--- src/rtl/sgpio_led_pkg.sv ---
package sgpio_led_pkg;

  localparam int GRP_BITS = 3;
  localparam int OFF_ACT  = 2;
  localparam int OFF_LOC  = 1;
  localparam int OFF_FLT  = 0;

  localparam logic [31:0] ACT_MASK = 32'h0030_0000;
  localparam logic [31:0] LOC_MASK = 32'h0008_0000;
  localparam logic [31:0] FLT_MASK = 32'h0040_0000;

  typedef enum logic [2:0] {
    PH_IDLE,
    PH_START,
    PH_LOAD_HI,
    PH_LOAD_LO,
    PH_BIT_HI,
    PH_BIT_LO
  } phase_t;

  typedef struct packed {
    logic clr;
    logic act;
    logic loc;
    logic flt;
  } led_ind_t;

  // Pull the three indications (and the clear case) out of a state word.
  function automatic led_ind_t decode_word(input logic [31:0] w);
    led_ind_t d;
    d.clr = (w == 32'h0);
    d.act = |(w & ACT_MASK);
    d.loc = |(w & LOC_MASK);
    d.flt = |(w & FLT_MASK);
    return d;
  endfunction

  // Place the indications at their offsets inside a 3-bit group.
  function automatic logic [GRP_BITS-1:0] group_bits(input led_ind_t d);
    logic [GRP_BITS-1:0] g;
    g          = '0;
    g[OFF_ACT] = d.act;
    g[OFF_LOC] = d.loc;
    g[OFF_FLT] = d.flt;
    return g;
  endfunction

  // Zero word clears the group, anything else only ORs bits in.
  function automatic logic [GRP_BITS-1:0] group_next(input logic [GRP_BITS-1:0] cur,
                                                     input led_ind_t d);
    return d.clr ? '0 : (cur | group_bits(d));
  endfunction

  // Reset mapping: port0 takes the top slot, the others shift down by one.
  function automatic int unsigned default_slot(input int unsigned port,
                                               input int unsigned n);
    return (port == 0) ? (n - 1) : (port - 1);
  endfunction

  function automatic logic slot_field_ok(input logic [31:0] w, input int unsigned max);
    return {24'h0, w[15:8]} < max;
  endfunction

endpackage

--- src/rtl/sgpio_slot_map.sv ---
module sgpio_slot_map
  import sgpio_led_pkg::*;
#(
  parameter int NUM_PORTS = 5,
  parameter int PORT_W    = 3,
  parameter int SLOT_W    = 3
) (
  input  logic              clk,
  input  logic              rst_n,
  input  logic              wr_en,
  input  logic [PORT_W-1:0] wr_port,
  input  logic [SLOT_W-1:0] wr_slot,
  input  logic [PORT_W-1:0] rd_port,
  output logic [SLOT_W-1:0] rd_slot,
  output logic              rd_port_ok
);

  logic [SLOT_W-1:0] map_q [NUM_PORTS];
  logic              wr_ok;

  assign wr_ok = wr_en && (32'(wr_port) < 32'(NUM_PORTS))
                       && (32'(wr_slot) < 32'(NUM_PORTS));

  always_ff @(posedge clk or negedge rst_n) begin
    if (!rst_n) begin
      for (int p = 0; p < NUM_PORTS; p++)
        map_q[p] <= SLOT_W'(default_slot(p, NUM_PORTS));
    end else if (wr_ok) begin
      for (int p = 0; p < NUM_PORTS; p++)
        if (wr_port == PORT_W'(p)) map_q[p] <= wr_slot;
    end
  end

  always_comb begin
    rd_slot = '0;
    for (int p = 0; p < NUM_PORTS; p++)
      if (rd_port == PORT_W'(p)) rd_slot = map_q[p];
  end

  assign rd_port_ok = 32'(rd_port) < 32'(NUM_PORTS);

  for (genvar p = 0; p < NUM_PORTS; p++) begin : g_chk
    AST_MAP_IN_RANGE: assert property (@(posedge clk) disable iff (!rst_n)
      32'(map_q[p]) < 32'(NUM_PORTS));
  end

endmodule

--- src/rtl/sgpio_pattern_reg.sv ---
module sgpio_pattern_reg
  import sgpio_led_pkg::*;
#(
  parameter int NUM_PORTS = 5,
  parameter int SLOT_W    = 3,
  localparam int PAT_W    = GRP_BITS * NUM_PORTS
) (
  input  logic              clk,
  input  logic              rst_n,
  input  logic              upd_en,
  input  logic [SLOT_W-1:0] slot,
  input  led_ind_t          ind,
  output logic [PAT_W-1:0]  pat_q
);

  int unsigned grp_base;

  assign grp_base = GRP_BITS * 32'(slot);

  always_ff @(posedge clk or negedge rst_n) begin
    if (!rst_n) begin
      pat_q <= '0;
    end else if (upd_en) begin
      for (int g = 0; g < NUM_PORTS; g++)
        if (slot == SLOT_W'(g))
          pat_q[GRP_BITS*g +: GRP_BITS] <= group_next(pat_q[GRP_BITS*g +: GRP_BITS], ind);
    end
  end

  AST_ZERO_CLEARS: assert property (@(posedge clk) disable iff (!rst_n)
    (upd_en && ind.clr) |=> (pat_q[$past(grp_base) +: GRP_BITS] == '0));
  AST_SET_ONLY: assert property (@(posedge clk) disable iff (!rst_n)
    (upd_en && !ind.clr) |=> ((pat_q & $past(pat_q)) == $past(pat_q)));
  AST_HOLD_NO_UPDATE: assert property (@(posedge clk) disable iff (!rst_n)
    !upd_en |=> $stable(pat_q));

endmodule

--- src/rtl/sgpio_frame_seq.sv ---
module sgpio_frame_seq
  import sgpio_led_pkg::*;
#(
  parameter int              PAT_W    = 15,
  parameter int              HALF_W   = 16,
  parameter logic [HALF_W-1:0] DEF_HALF = 16'd2500,
  localparam int             BIT_W    = (PAT_W > 1) ? $clog2(PAT_W) : 1
) (
  input  logic              clk,
  input  logic              rst_n,
  input  logic              start,
  input  logic [PAT_W-1:0]  pattern,
  input  logic              cfg_half_we,
  input  logic [HALF_W-1:0] cfg_half_val,
  output logic              idle,
  output logic              sclk,
  output logic              sload,
  output logic              sdata
);

  phase_t            phase;
  logic [HALF_W-1:0] cnt_q;
  logic [HALF_W-1:0] half_cfg_q;
  logic [HALF_W-1:0] half_run_q;
  logic [BIT_W-1:0]  bit_q;
  logic [PAT_W-1:0]  shift_q;
  logic              phase_done;
  logic              last_bit;

  assign phase_done = (cnt_q == half_run_q - HALF_W'(1));
  assign last_bit   = (bit_q == BIT_W'(PAT_W - 1));

  always_ff @(posedge clk or negedge rst_n) begin
    if (!rst_n) half_cfg_q <= DEF_HALF;
    else if (cfg_half_we && cfg_half_val != '0) half_cfg_q <= cfg_half_val;
  end

  always_ff @(posedge clk or negedge rst_n) begin
    if (!rst_n) begin
      phase      <= PH_IDLE;
      cnt_q      <= '0;
      half_run_q <= DEF_HALF;
      bit_q      <= '0;
      shift_q    <= '0;
    end else begin
      case (phase)
        PH_IDLE: if (start) begin
          phase      <= PH_START;
          half_run_q <= half_cfg_q;
        end
        PH_START: begin
          shift_q <= pattern;
          cnt_q   <= '0;
          phase   <= PH_LOAD_HI;
        end
        PH_LOAD_HI: begin
          if (phase_done) begin cnt_q <= '0; phase <= PH_LOAD_LO; end
          else cnt_q <= cnt_q + HALF_W'(1);
        end
        PH_LOAD_LO: begin
          if (phase_done) begin cnt_q <= '0; bit_q <= '0; phase <= PH_BIT_HI; end
          else cnt_q <= cnt_q + HALF_W'(1);
        end
        PH_BIT_HI: begin
          if (phase_done) begin cnt_q <= '0; phase <= PH_BIT_LO; end
          else cnt_q <= cnt_q + HALF_W'(1);
        end
        PH_BIT_LO: begin
          if (phase_done) begin
            cnt_q <= '0;
            if (last_bit) phase <= PH_IDLE;
            else begin
              bit_q   <= bit_q + BIT_W'(1);
              shift_q <= shift_q >> 1;
              phase   <= PH_BIT_HI;
            end
          end else cnt_q <= cnt_q + HALF_W'(1);
        end
        default: phase <= PH_IDLE;
      endcase
    end
  end

  assign idle  = (phase == PH_IDLE);
  assign sclk  = !(phase == PH_LOAD_LO || phase == PH_BIT_LO);
  assign sload = !(phase == PH_BIT_HI || phase == PH_BIT_LO);
  assign sdata = (phase == PH_BIT_HI || phase == PH_BIT_LO) ? shift_q[0] : 1'b1;

  AST_PHASE_HOLD: assert property (@(posedge clk) disable iff (!rst_n)
    (phase != PH_IDLE && phase != PH_START && !phase_done) |=> (phase == $past(phase)));
  AST_LOAD_THEN_BIT0: assert property (@(posedge clk) disable iff (!rst_n)
    (phase == PH_LOAD_LO && phase_done) |=> (phase == PH_BIT_HI && bit_q == '0));
  AST_LAST_BIT_END: assert property (@(posedge clk) disable iff (!rst_n)
    (phase == PH_BIT_LO && phase_done && last_bit) |=> (phase == PH_IDLE));
  AST_DATA_STABLE_BIT: assert property (@(posedge clk) disable iff (!rst_n)
    (phase == PH_BIT_HI) |=> $stable(sdata));

endmodule

--- src/rtl/sgpio_led_tx.sv ---
module sgpio_led_tx
  import sgpio_led_pkg::*;
#(
  parameter int                NUM_PORTS    = 5,
  parameter int                MAX_EM_SLOTS = 8,
  parameter int                HALF_W       = 16,
  parameter logic [HALF_W-1:0] DEF_HALF     = 16'd2500,
  localparam int               PORT_W       = (NUM_PORTS > 1) ? $clog2(NUM_PORTS) : 1,
  localparam int               SLOT_W       = PORT_W,
  localparam int               PAT_W        = GRP_BITS * NUM_PORTS
) (
  input  logic              clk,
  input  logic              rst_n,
  input  logic              req_valid,
  output logic              req_ready,
  input  logic [PORT_W-1:0] req_port,
  input  logic [31:0]       req_state,
  output logic              rsp_valid,
  output logic              rsp_err,
  input  logic              cfg_map_we,
  input  logic [PORT_W-1:0] cfg_map_port,
  input  logic [SLOT_W-1:0] cfg_map_slot,
  input  logic              cfg_half_we,
  input  logic [HALF_W-1:0] cfg_half_val,
  output logic              sgpio_clk,
  output logic              sgpio_load,
  output logic              sgpio_data
);

  logic [SLOT_W-1:0] slot;
  logic              port_ok;
  logic              req_fire;
  logic              req_ok;
  logic              upd_en;
  logic              reject;
  logic [PAT_W-1:0]  pattern;
  led_ind_t          ind;

  assign req_fire = req_valid && req_ready;
  assign req_ok   = port_ok && slot_field_ok(req_state, MAX_EM_SLOTS);
  assign upd_en   = req_fire && req_ok;
  assign reject   = req_fire && !req_ok;
  assign ind      = decode_word(req_state);

  sgpio_slot_map #(
    .NUM_PORTS(NUM_PORTS), .PORT_W(PORT_W), .SLOT_W(SLOT_W)
  ) u_map (
    .clk(clk), .rst_n(rst_n),
    .wr_en(cfg_map_we), .wr_port(cfg_map_port), .wr_slot(cfg_map_slot),
    .rd_port(req_port), .rd_slot(slot), .rd_port_ok(port_ok)
  );

  sgpio_pattern_reg #(
    .NUM_PORTS(NUM_PORTS), .SLOT_W(SLOT_W)
  ) u_pat (
    .clk(clk), .rst_n(rst_n),
    .upd_en(upd_en), .slot(slot), .ind(ind), .pat_q(pattern)
  );

  sgpio_frame_seq #(
    .PAT_W(PAT_W), .HALF_W(HALF_W), .DEF_HALF(DEF_HALF)
  ) u_seq (
    .clk(clk), .rst_n(rst_n),
    .start(upd_en), .pattern(pattern),
    .cfg_half_we(cfg_half_we), .cfg_half_val(cfg_half_val),
    .idle(req_ready), .sclk(sgpio_clk), .sload(sgpio_load), .sdata(sgpio_data)
  );

  always_ff @(posedge clk or negedge rst_n) begin
    if (!rst_n) begin
      rsp_valid <= 1'b0;
      rsp_err   <= 1'b0;
    end else begin
      rsp_valid <= req_fire;
      rsp_err   <= reject;
    end
  end

  AST_BUSY_AFTER_ACCEPT: assert property (@(posedge clk) disable iff (!rst_n)
    upd_en |=> (!req_ready && rsp_valid && !rsp_err));
  AST_REJECT_STAYS_READY: assert property (@(posedge clk) disable iff (!rst_n)
    reject |=> (req_ready && rsp_valid && rsp_err));
  AST_IDLE_HIGH: assert property (@(posedge clk) disable iff (!rst_n)
    req_ready |-> (sgpio_clk && sgpio_load && sgpio_data));

endmodule

--- config.mk ---
export PLATFORM = sky130hd
export DESIGN_NAME = sgpio_led_tx
export DESIGN_NICKNAME = d
export VERILOG_FILES = /design/src/rtl/sgpio_led_pkg.sv /design/src/rtl/sgpio_slot_map.sv /design/src/rtl/sgpio_pattern_reg.sv /design/src/rtl/sgpio_frame_seq.sv /design/src/rtl/sgpio_led_tx.sv
export SDC_FILE = /design/constraint.sdc
export NUM_CORES = 1
export LEC_CHECK = 0
export ABC_CLOCK_PERIOD_IN_PS = 3400
export BUFFER_PORTS_ARGS = -buffer_cell sky130_fd_sc_hd__buf_2
export CAP_MARGIN = 5
export CORE_UTILIZATION = 53
export CTS_BUF_LIST = sky130_fd_sc_hd__clkbuf_16
export DETAILED_ROUTE_END_ITERATION = 8
export PLACE_DENSITY = 0.85
export SYNTH_ARGS = -nofsm -noshare
export SYNTH_HDL_FRONTEND = slang
export SYNTH_SLANG_ARGS = --single-unit
--- constraint.sdc ---
create_clock -name clk -period 3.4 [get_ports clk]
set_input_delay 0.17 -clock clk [delete_from_list [all_inputs] [get_ports clk]]
set_output_delay 0.17 -clock clk [all_outputs]
set_load 0.03 [all_outputs]
### After elaboration in Yosys (flattened, before gate mapping)

Index checks and enable logic that the tools add are counted.

* add/sub/neg operators: 3
* $mul: 0
* div/mod/pow operators: 0
* magnitude comparators: 4
* eq/ne operators: 25
* shift-type cells: 0
* mux-type cells: 27
* bitwise operators: 5
* reductions and logical operators: 37

Operators by type and width (count)
* 3-bit 2-to-1 mux: 16
* 32-bit zero test: 1
* 16-bit case mux with 2 select lines: 1
* 15-bit 2-to-1 mux: 2
* 15-bit case mux with 2 select lines: 1
* 3-bit by 2-bit == test with 1-bit output, second input constant: 8
* 2-bit AND reduction: 11
* 3-bit case mux with 6 select lines: 1
* 16-bit by 1-bit adder with 16-bit output, second input constant: 1
* 16-bit == test: 1
* 16-bit 2-to-1 mux: 1
* 16-bit nonzero test: 1
* 16-bit by 1-bit subtractor with 16-bit output, second input constant: 1
* 3-bit == test, second input constant: 5
* 3-bit OR: 5
* 3-bit by 1-bit == test with 1-bit output, second input constant: 4
* 3-bit zero test: 4
* 4-bit 2-to-1 mux: 3
* 2-bit by 1-bit != test with 1-bit output, second input constant: 5
* 3-bit less-than comparator, second input constant: 3
* 8-bit by 4-bit less-than comparator with 1-bit output, second input constant: 1
* 4-bit case mux with 2 select lines: 1
* 1-bit logical AND: 7
* 2-bit nonzero test: 3
* other kinds (11): 14

* bits in registers: 102
* latch bits: 0
* RAM bits: 0
* bits in read-only memories: 0
* input bits: 62
* output and inout port bits: 6
* word-level logic and storage cells: 119
* memories: 0

### Logic depth before layout (Yosys ltp)

Gate-level depths: netlist of the first run.

* depth in word-level cells: 8
* gate-level depth with buffers: 13
* gate-level depth less buffers: 10

### By module

Synthesis of the first run repeated with hierarchy kept, for this count alone.

* cell total of the unflattened synthesis: 587
* area total of the unflattened synthesis: 6043.3 um2

Modules (own cells, without submodules)
* sgpio_frame_seq: times used 1, cells an instance 453, area an instance 4475.5 um2, sequential area each 1764.2 um2
* sgpio_slot_map: times used 1, cells an instance 61, area an instance 775.7 um2, sequential area each 381.6 um2
* sgpio_pattern_reg: times used 1, cells an instance 55, area an instance 634.4 um2, sequential area each 375.4 um2
* sgpio_led_tx: times used 1, cells an instance 18, area an instance 157.7 um2, sequential area each 50.0 um2

### Least setup slack after synthesis of the first run

OpenSTA, ideal clock, no wires.

* path kind: register to register
* start: reg u_seq.half_run_q[0]
* end: reg u_seq.shift_q[10]
* setup time: 0.125 ns
* arrival time: 3.116 ns
* required time: 3.275 ns
* path slack: 0.159 ns
* stages on the path, launching flop included: 13
* path buffers: 2
* period minus slack after synthesis: 3.241 ns
* cell sequence: dfrtp_1 -> inv_1 -> ha_1 -> or4b_1 -> buf_2 -> or3_1 -> a21o_1 -> a2111oi_2 -> nand4bb_1 -> o41ai_2 -> nand3b_2 -> buf_6 -> mux2_4

* cells in the longest elaborated chain, start to end: 4

RTL lines
* start, declared: RTL line sgpio_frame_seq.sv:24 `logic [HALF_W-1:0] half_run_q;`
* start signal, assigned: RTL line sgpio_frame_seq.sv:49 `half_run_q <= half_cfg_q;`
* 16-bit by 1-bit subtractor with 16-bit output: RTL line sgpio_frame_seq.sv:30 `assign phase_done = (cnt_q == half_run_q - HALF_W'(1));`
* 16-bit == test: RTL line sgpio_frame_seq.sv:30
* 2-bit by 1-bit != test with 1-bit output (no source line)
* 3-bit AND reduction (no source line)
* end signal, assigned: RTL line sgpio_frame_seq.sv:52 `shift_q <= pattern;`
* end signal, assigned: RTL line sgpio_frame_seq.sv:74 `shift_q <= shift_q >> 1;`
* end, declared: RTL line sgpio_frame_seq.sv:26 `logic [PAT_W-1:0] shift_q;`

No other way between the ends.
A chain may end at the register's enable or synchronous reset.

### Worst setup path in the final report of the first run

* start: reg u_seq.half_run_q[0]
* end: reg u_seq.shift_q[5]

The elaborated chain is that of the path after synthesis.

==> impl_metrics.ini, run 1 <==
[die]
die_h_um = 103
rows = 36
die_x_um = 103
die_area_um2 = 10600
io_pins = 68
initial_utilization_pct = 55.0
core_um2 = 9860

[setup_path]
start_kind = flip-flop
r2r-start = u_seq.half_run_q[0]$_DFFE_PN0P_
reg2reg_depth = 11
crit_fanout = 15
arrival_ns = 3.47
regToRegSetupSlack_ns = 0.15
reg2reg_to = u_seq.shift_q[5]$_DFFE_PN0P_
cp-end-kind = flip-flop
required_ns = 3.62
critPathLaunch = u_seq.half_run_q[0]$_DFFE_PN0P_
crit_type = flip-flop to flip-flop

[synthesis]
syn_inst = 502
yosys.area.top_type_share_pct = 40.1
synth.distinct_cells = 60
synth_top_flop_cell = dfrtp_1
synth_area_um2 = 5420
synth.most_common_cell = dfrtp_1
synth-seq-area-share_pct = 47.4
async_flop_share_pct = 100
synth_top_cell_by_area = dfrtp_1
synth_edf_count = 0
yosys-top-cells-area = dfrtp_1 (40%), mux2_2 (13%), dfstp_2 (7.3%)
synth_fp_nets = 568
synth_common_cells = dfrtp_1 (87), mux2_2 (64), nor2_1 (40)
synth.ff_latch_count = 102
yosysWarnings = 0
syn_avg_cell_area_um2 = 10.8

[global_route]
overflow = 0
grt_max_degree = 82
antenna_found_initial = 0
grt_pass1_wl_mm = 20.0
grt_pass1_vias = 4141
grt_usage_pct = 24.9

[placed_design]
place_inst = 694
dp_hpwl_mm = 9.00
io_buffers = 67
gp_congestion = 0.948
place_ws_ns = 0.0992

[timing]
fin_worst_skew_ns = 0.0118
drv_slew = 0
rsz0062_at_grt = true
fmax_mhz = 307
period_minus_slack_ns = 3.25
finalHoldViolations = 22
finalSetupTns_ns = 0
tightest_slew_ns = 1.02
whs_ns = -0.0185
worst_slack_ns = 0.148
fin_crit_sh_pct = 95.7
setup_viol = 0
max_slew_margin_pct = 31.9

[drt]
drc_errors = 0
vias = 4273
drt_iter0_drc = 304
ant_nets = 0
drt_wl_total_mm = 12.4
wire_per_inst_um = 17.4
dr.pass1.iters = 5
vias_per_cell = 5.98

[clocking]
cts_made_buffers = 9
ctsRootBufferMaster = clkbuf_16
clock_sinks = 102
cts_tree = yes
clk_latency_ns = 0.35
path_clk_slew_ns = 0.07
htreeDepth = 3
clk_path_buf_depth = 2

[layout]
area_growth_syn_to_layout_pct = 15.5
fillCellCount = 743
finalNonFillerCells = 715
drive_gt1_share_pct = 33.8
fin_nets = 643
diodes = 0

[run_status]
outcome = finished with violations
violations = negative hold slack

[hold_path]
hp-class = input port to asynchronous set/reset pin

[job]
max-cap-violations = 0

[power_and_ir_drop]
power.density_nw_per_um2 = 392
finalPower_mw = 2.45
ir_drop_mv = 0.265
power_leakage_nw = 3.06
stage by stage:
| step | hold WS [ns] | utilization [%] | instance area, um^2 |
|---|---|---|---|
| 6_report | -0.0185 | 63.5 | 6270 |
| 5_1_grt | 0.0835 | 63.5 | 6270 |
| 4_1_cts | 0.0375 | 62.8 | 6190 |
| 3_5_place_dp | 0.404 | 60.0 | 5920 |
| 3_3_place_gp | 0.387 | 60.0 | 5920 |
| 2_1_floorplan | -0.126 | - | 5420 |
where the power goes:
part           internal, mW  leakage, nW  switching, mW
registers              1.29         1.31         0.0332
clock network         0.491        0.128          0.448
logic                 0.103         1.61         0.0889
critical path, stage by stage (launching register included):
cell       delay, ns
dfrtp_1         0.39
inv_1           0.06
ha_1            0.15
or4b_4          0.50
or3_1           0.32
a21o_1          0.22
a2111oi_4       0.34
nand4bb_1       0.15
o41ai_2         0.36
nand3b_2        0.15
buf_12          0.18
mux2_4          0.30
cell usage in the layout (no fill, tap or decap), types with 7 or more instances in the layout:
cell type / Yosys / routed
nor4_1: 17 / 16
nor2_1: 40 / 40
nand3_1: 15 / 15
xnor2_1: 11 / 11
mux2_2: 64 / 64
buf_2: 4 / 66
nand2_1: 25 / 25
clkbuf_16: 0 / 9
nor3b_1: 13 / 13
nor2b_1: 8 / 8
or3_1: 7 / 7
nor3_1: 17 / 17
inv_1: 16 / 18
dfstp_2: 15 / 15
xor2_1: 8 / 8
a21o_1: 13 / 13
a21oi_1: 20 / 20
dfrtp_1: 87 / 87
o21ai_0: 29 / 29
and3_1: 9 / 9
buf_4: 0 / 14
mux2_4: 9 / 9
cell type report:
cell class | instances | area, um^2 | share of cell area [%]
timing repair buffer | 82 | 467 | 7.45
multi-input combinational | 366 | 2740 | 43.6
sequential | 102 | 2570 | 41.0
inverter | 16 | 60.1 | 0.958
clock buffer | 9 | 225 | 3.59
tap | 133 | 166 | 2.66
clock inverter | 7 | 42.5 | 0.679
worst max path at each step:
stage	slack [ns]	to	cells after the start
floorplan	0.16	u_seq.shift_q[10]$_DFFE_PN0P_	12
global placement	0.20	u_seq.shift_q[6]$_DFFE_PN0P_	11
detailed placement	0.1	u_seq.bit_q[1]$_DFFE_PN0P_	10
CTS	0.05	u_seq.bit_q[1]$_DFFE_PN0P_	10
global route	-0.009	u_seq.bit_q[1]$_DFFE_PN0P_	9
finish	0.15	u_seq.shift_q[5]$_DFFE_PN0P_	11
timing repair:
item                                    4_1_cts  5_1_grt
resized for setup                             0        7
endpoints found under the setup margin        0       26
hold buffers                                  0        0
setup buffers                                 0        5
endpoints found under the hold margin         0        0
sequential cells by signal, summed over array words and instances, names as in the netlist:
name / flops
u_seq.phase: 3
u_seq.half_run_q: 16
u_seq.half_cfg_q: 16
u_seq.shift_q: 15
rsp_err: 1
u_pat.pat_q: 15
u_seq.cnt_q: 16
rsp_valid: 1
u_map.map_q: 15
u_seq.bit_q: 4
logic make-up (layout without fill, tap and decap cells):
family | after synthesis | after routing | share of synthesized area (%)
simple gates | 176 | 176 | 17.8
flops | 102 | 102 | 47.4
compound gates | 85 | 85 | 10.1
mux | 82 | 82 | 18.1
buf+inv | 34 | 114 | 2.58
xor+xnor | 19 | 19 | 3.07
fa+ha+maj | 4 | 4 | 0.923
metal layers:
layer / track usage, % / up-vias / share of wire, %
li1: - / 1989 / -
met1: 33.7 / 2124 / 45
met2: 40.2 / 139 / 49
met3: 4.20 / 21 / 4.6
met4: 9.43 / 0 / 2.1
met5: 0 / - / 0
Note: power is estimated with default switching activity, not from simulation.
==> inputs of run 2 (changes only) <==
Settings changed: ABC_CLOCK_PERIOD_IN_PS 3400 to 3600, BUFFER_PORTS_ARGS -buffer_cell sky130_fd_sc_hd__buf_2 to not set, CORE_UTILIZATION 53 to 60, DONT_BUFFER_PORTS set to 1, PLACE_DENSITY 0.85 to 0.76.
Clock period 3.4 ns to 3.6 ns, I/O delays scaled along.
==> impl_metrics.ini, run 2 (synthesis gave the netlist of run 1 again) <==
[setup_path]
crit_type = flip-flop to flip-flop
cpPeakStageDelay_ns = 0.58
required_ns = 3.84
critPathTopFamily = simple AND/OR/NAND/NOR gates
cp.buffers_inverters = 2
slowest_stage = or4b_1
regToRegSetupSlack_ns = 0.16
cp-end-kind = flip-flop
crit_fanout = 15
r2r-start = u_seq.half_run_q[0]$_DFFE_PN0P_
arrival_ns = 3.68
cp_cell_sequence = inv_1 -> ha_1 -> or4b_1 -> or3_1 -> a21o_1 -> a2111oi_2 -> nand4bb_1 -> o41ai_2 -> nand3b_2 -> buf_4 -> mux2_4
start_kind = flip-flop
reg2reg_depth = 11
reg2reg_to = u_seq.shift_q[12]$_DFFE_PN0P_

[global_route]
antenna_found_initial = 0
grt_pass1_wl_mm = 20.0
grt_usage_pct = 26.8
overflow = 0
grt_pass1_vias = 4020
grt_max_degree = 103

[drt]
drt_wl_total_mm = 11.8
ant_nets = 0
dr.pass1.iters = 5
drt_iter0_drc = 253
drc_errors = 0
wire_per_inst_um = 18.5
vias_per_cell = 6.25
vias = 4013

[timing]
period_minus_slack_ns = 3.44
rsz0062_at_grt = false
fin_crit_sh_pct = 95.5
tightest_slew_ns = 0.963
finalSetupTns_ns = 0
fin_worst_skew_ns = 0.0166
setup_viol = 0
drv_slew = 0
fmax_mhz = 291
max_slew_margin_pct = 35.1
finalHoldViolations = 0

[power_and_ir_drop]
power_leakage_nw = 2.90
ir_drop_mv = 0.313
power.density_nw_per_um2 = 397

[layout]
layout_common_cells = dfrtp_1 (87), mux2_2 (64), nor2_1 (40), o21ai_0 (29), nand2_1 (25)
finalNonFillerCells = 642
seqCellArea_um2 = 2570
fin_util_pct = 70.5
multi_input_area_um2 = 2710
reg_top3 = u_seq.cnt_q x16, u_seq.half_cfg_q x16, u_seq.half_run_q x16
diodes = 0
layout_commonest_cell = dfrtp_1
drive_gt1_share_pct = 23.6
fillCellCount = 591
fin_nets = 595
area_growth_syn_to_layout_pct = 13.3

[job]
max-cap-violations = 0

[placed_design]
io_buffers = 0
dp_hpwl_mm = 8.17
place_inst = 600
gp_congestion = 0.883

[hold_path]
worstHoldEndpoint = rsp_valid$_DFF_PN0_
min_path_cells = 2
min_from = req_valid
hp-class = input port to flip-flop

[die]
core_um2 = 8720
io_pins = 68
initial_utilization_pct = 62.2
die_h_um = 97.1
rows = 34
die_x_um = 97.1
die_area_um2 = 9420

[clocking]
cts_made_buffers = 9
ctsRootBufferMaster = clkbuf_16
post_cts_resized = 0
clk_latency_ns = 0.36
clk_path_buf_depth = 2
path_clk_slew_ns = 0.08
cts_tree = yes
clock_sinks = 102
htreeDepth = 3

[run_status]
outcome = completed
==> run 2: changes by cell type in the layout (fill, tap and decap cells not counted), sizes merged <==
| cell | previous run | this run |
|---|---|---|
| clkbuf | 9 | 10 |
| buf | 82 | 10 |
| clkinvlp | 3 | 0 |
| clkinv | 1 | 2 |
| inv | 19 | 20 |
| dlygate4sd3 | 0 | 24 |
==> run 2: power breakdown <==
part / switching (mW) / leakage (nW) / total, mW / internal [mW]
Combinational: 0.0764 / 1.43 / 0.170 / 0.0934
Sequential: 0.0300 / 1.31 / 1.25 / 1.22
Clock: 0.486 / 0.157 / 1.02 / 0.536
==> run 2: cell type report <==
class	instances	area share, %
Clock buffer	10	4.07
Clock inverter	6	1.14
Inverter	16	0.977
Multi-Input combinational cell	366	44.1
Sequential cell	102	41.8
Tap cell	108	2.20
Timing Repair Buffer	34	5.66
==> run 2: metal layers <==
layer	vias to the layer above	global-route usage (%)	routed length [um]	part of all wire, %
li1	1902	-	-	-
met1	1966	36.0	5230	44
met2	127	44.0	5810	49
met3	18	5.90	643	5.4
met4	0	7.58	170	1.4
met5	-	0	0	0
==> run 2: repair_timing <==
item                                    CTS  global route
setup buffers                             0             1
endpoints found under the hold margin   143             0
endpoints found under the setup margin    0             1
hold buffers                             25             0
==> run 2: worst register-to-register path: cells and delay by family, from the launching register on <==
kind                     cells  cell delay [ns]
AND/OR/NAND/NOR              4             1.19
AO/OA/AOI/OAI                3             0.83
flip-flops                   1             0.43
multiplexers                 1             0.32
buffers and inverters        2             0.30
adder cells (fa/ha/maj)      1             0.25
==> run 2: worst max-delay path by stage <==
stage,startpoint,endpoint,slack (ns),depth (start not counted)
floorplan,u_seq.half_run_q[0]$_DFFE_PN0P_,u_seq.shift_q[10]$_DFFE_PN0P_,0.36,12
global placement,u_seq.half_run_q[0]$_DFFE_PN0P_,u_seq.shift_q[5]$_DFFE_PN0P_,0.30,11
detailed placement,u_seq.half_run_q[0]$_DFFE_PN0P_,u_seq.shift_q[6]$_DFFE_PN0P_,0.19,11
CTS,u_seq.half_run_q[0]$_DFFE_PN0P_,u_seq.shift_q[12]$_DFFE_PN0P_,0.18,11
global route,u_seq.half_run_q[0]$_DFFE_PN0P_,u_seq.shift_q[12]$_DFFE_PN0P_,0.01,11
finish,u_seq.half_run_q[0]$_DFFE_PN0P_,u_seq.shift_q[12]$_DFFE_PN0P_,0.16,11
==> run 2: metrics by stage <==
step / power (mW) / cell area, um^2 / setup WS, ns / hold slack [ns]
floorplan: 1.36 / 5420 / 0.359 / -0.116
global placement: 1.38 / 5550 / 0.300 / -0.112
detailed placement: 1.39 / 5550 / 0.185 / -0.111
CTS: 2.45 / 6140 / 0.175 / 0.103
global route: 2.52 / 6150 / 0.00970 / 0.105
finish: 2.44 / 6150 / 0.161 / 0.109
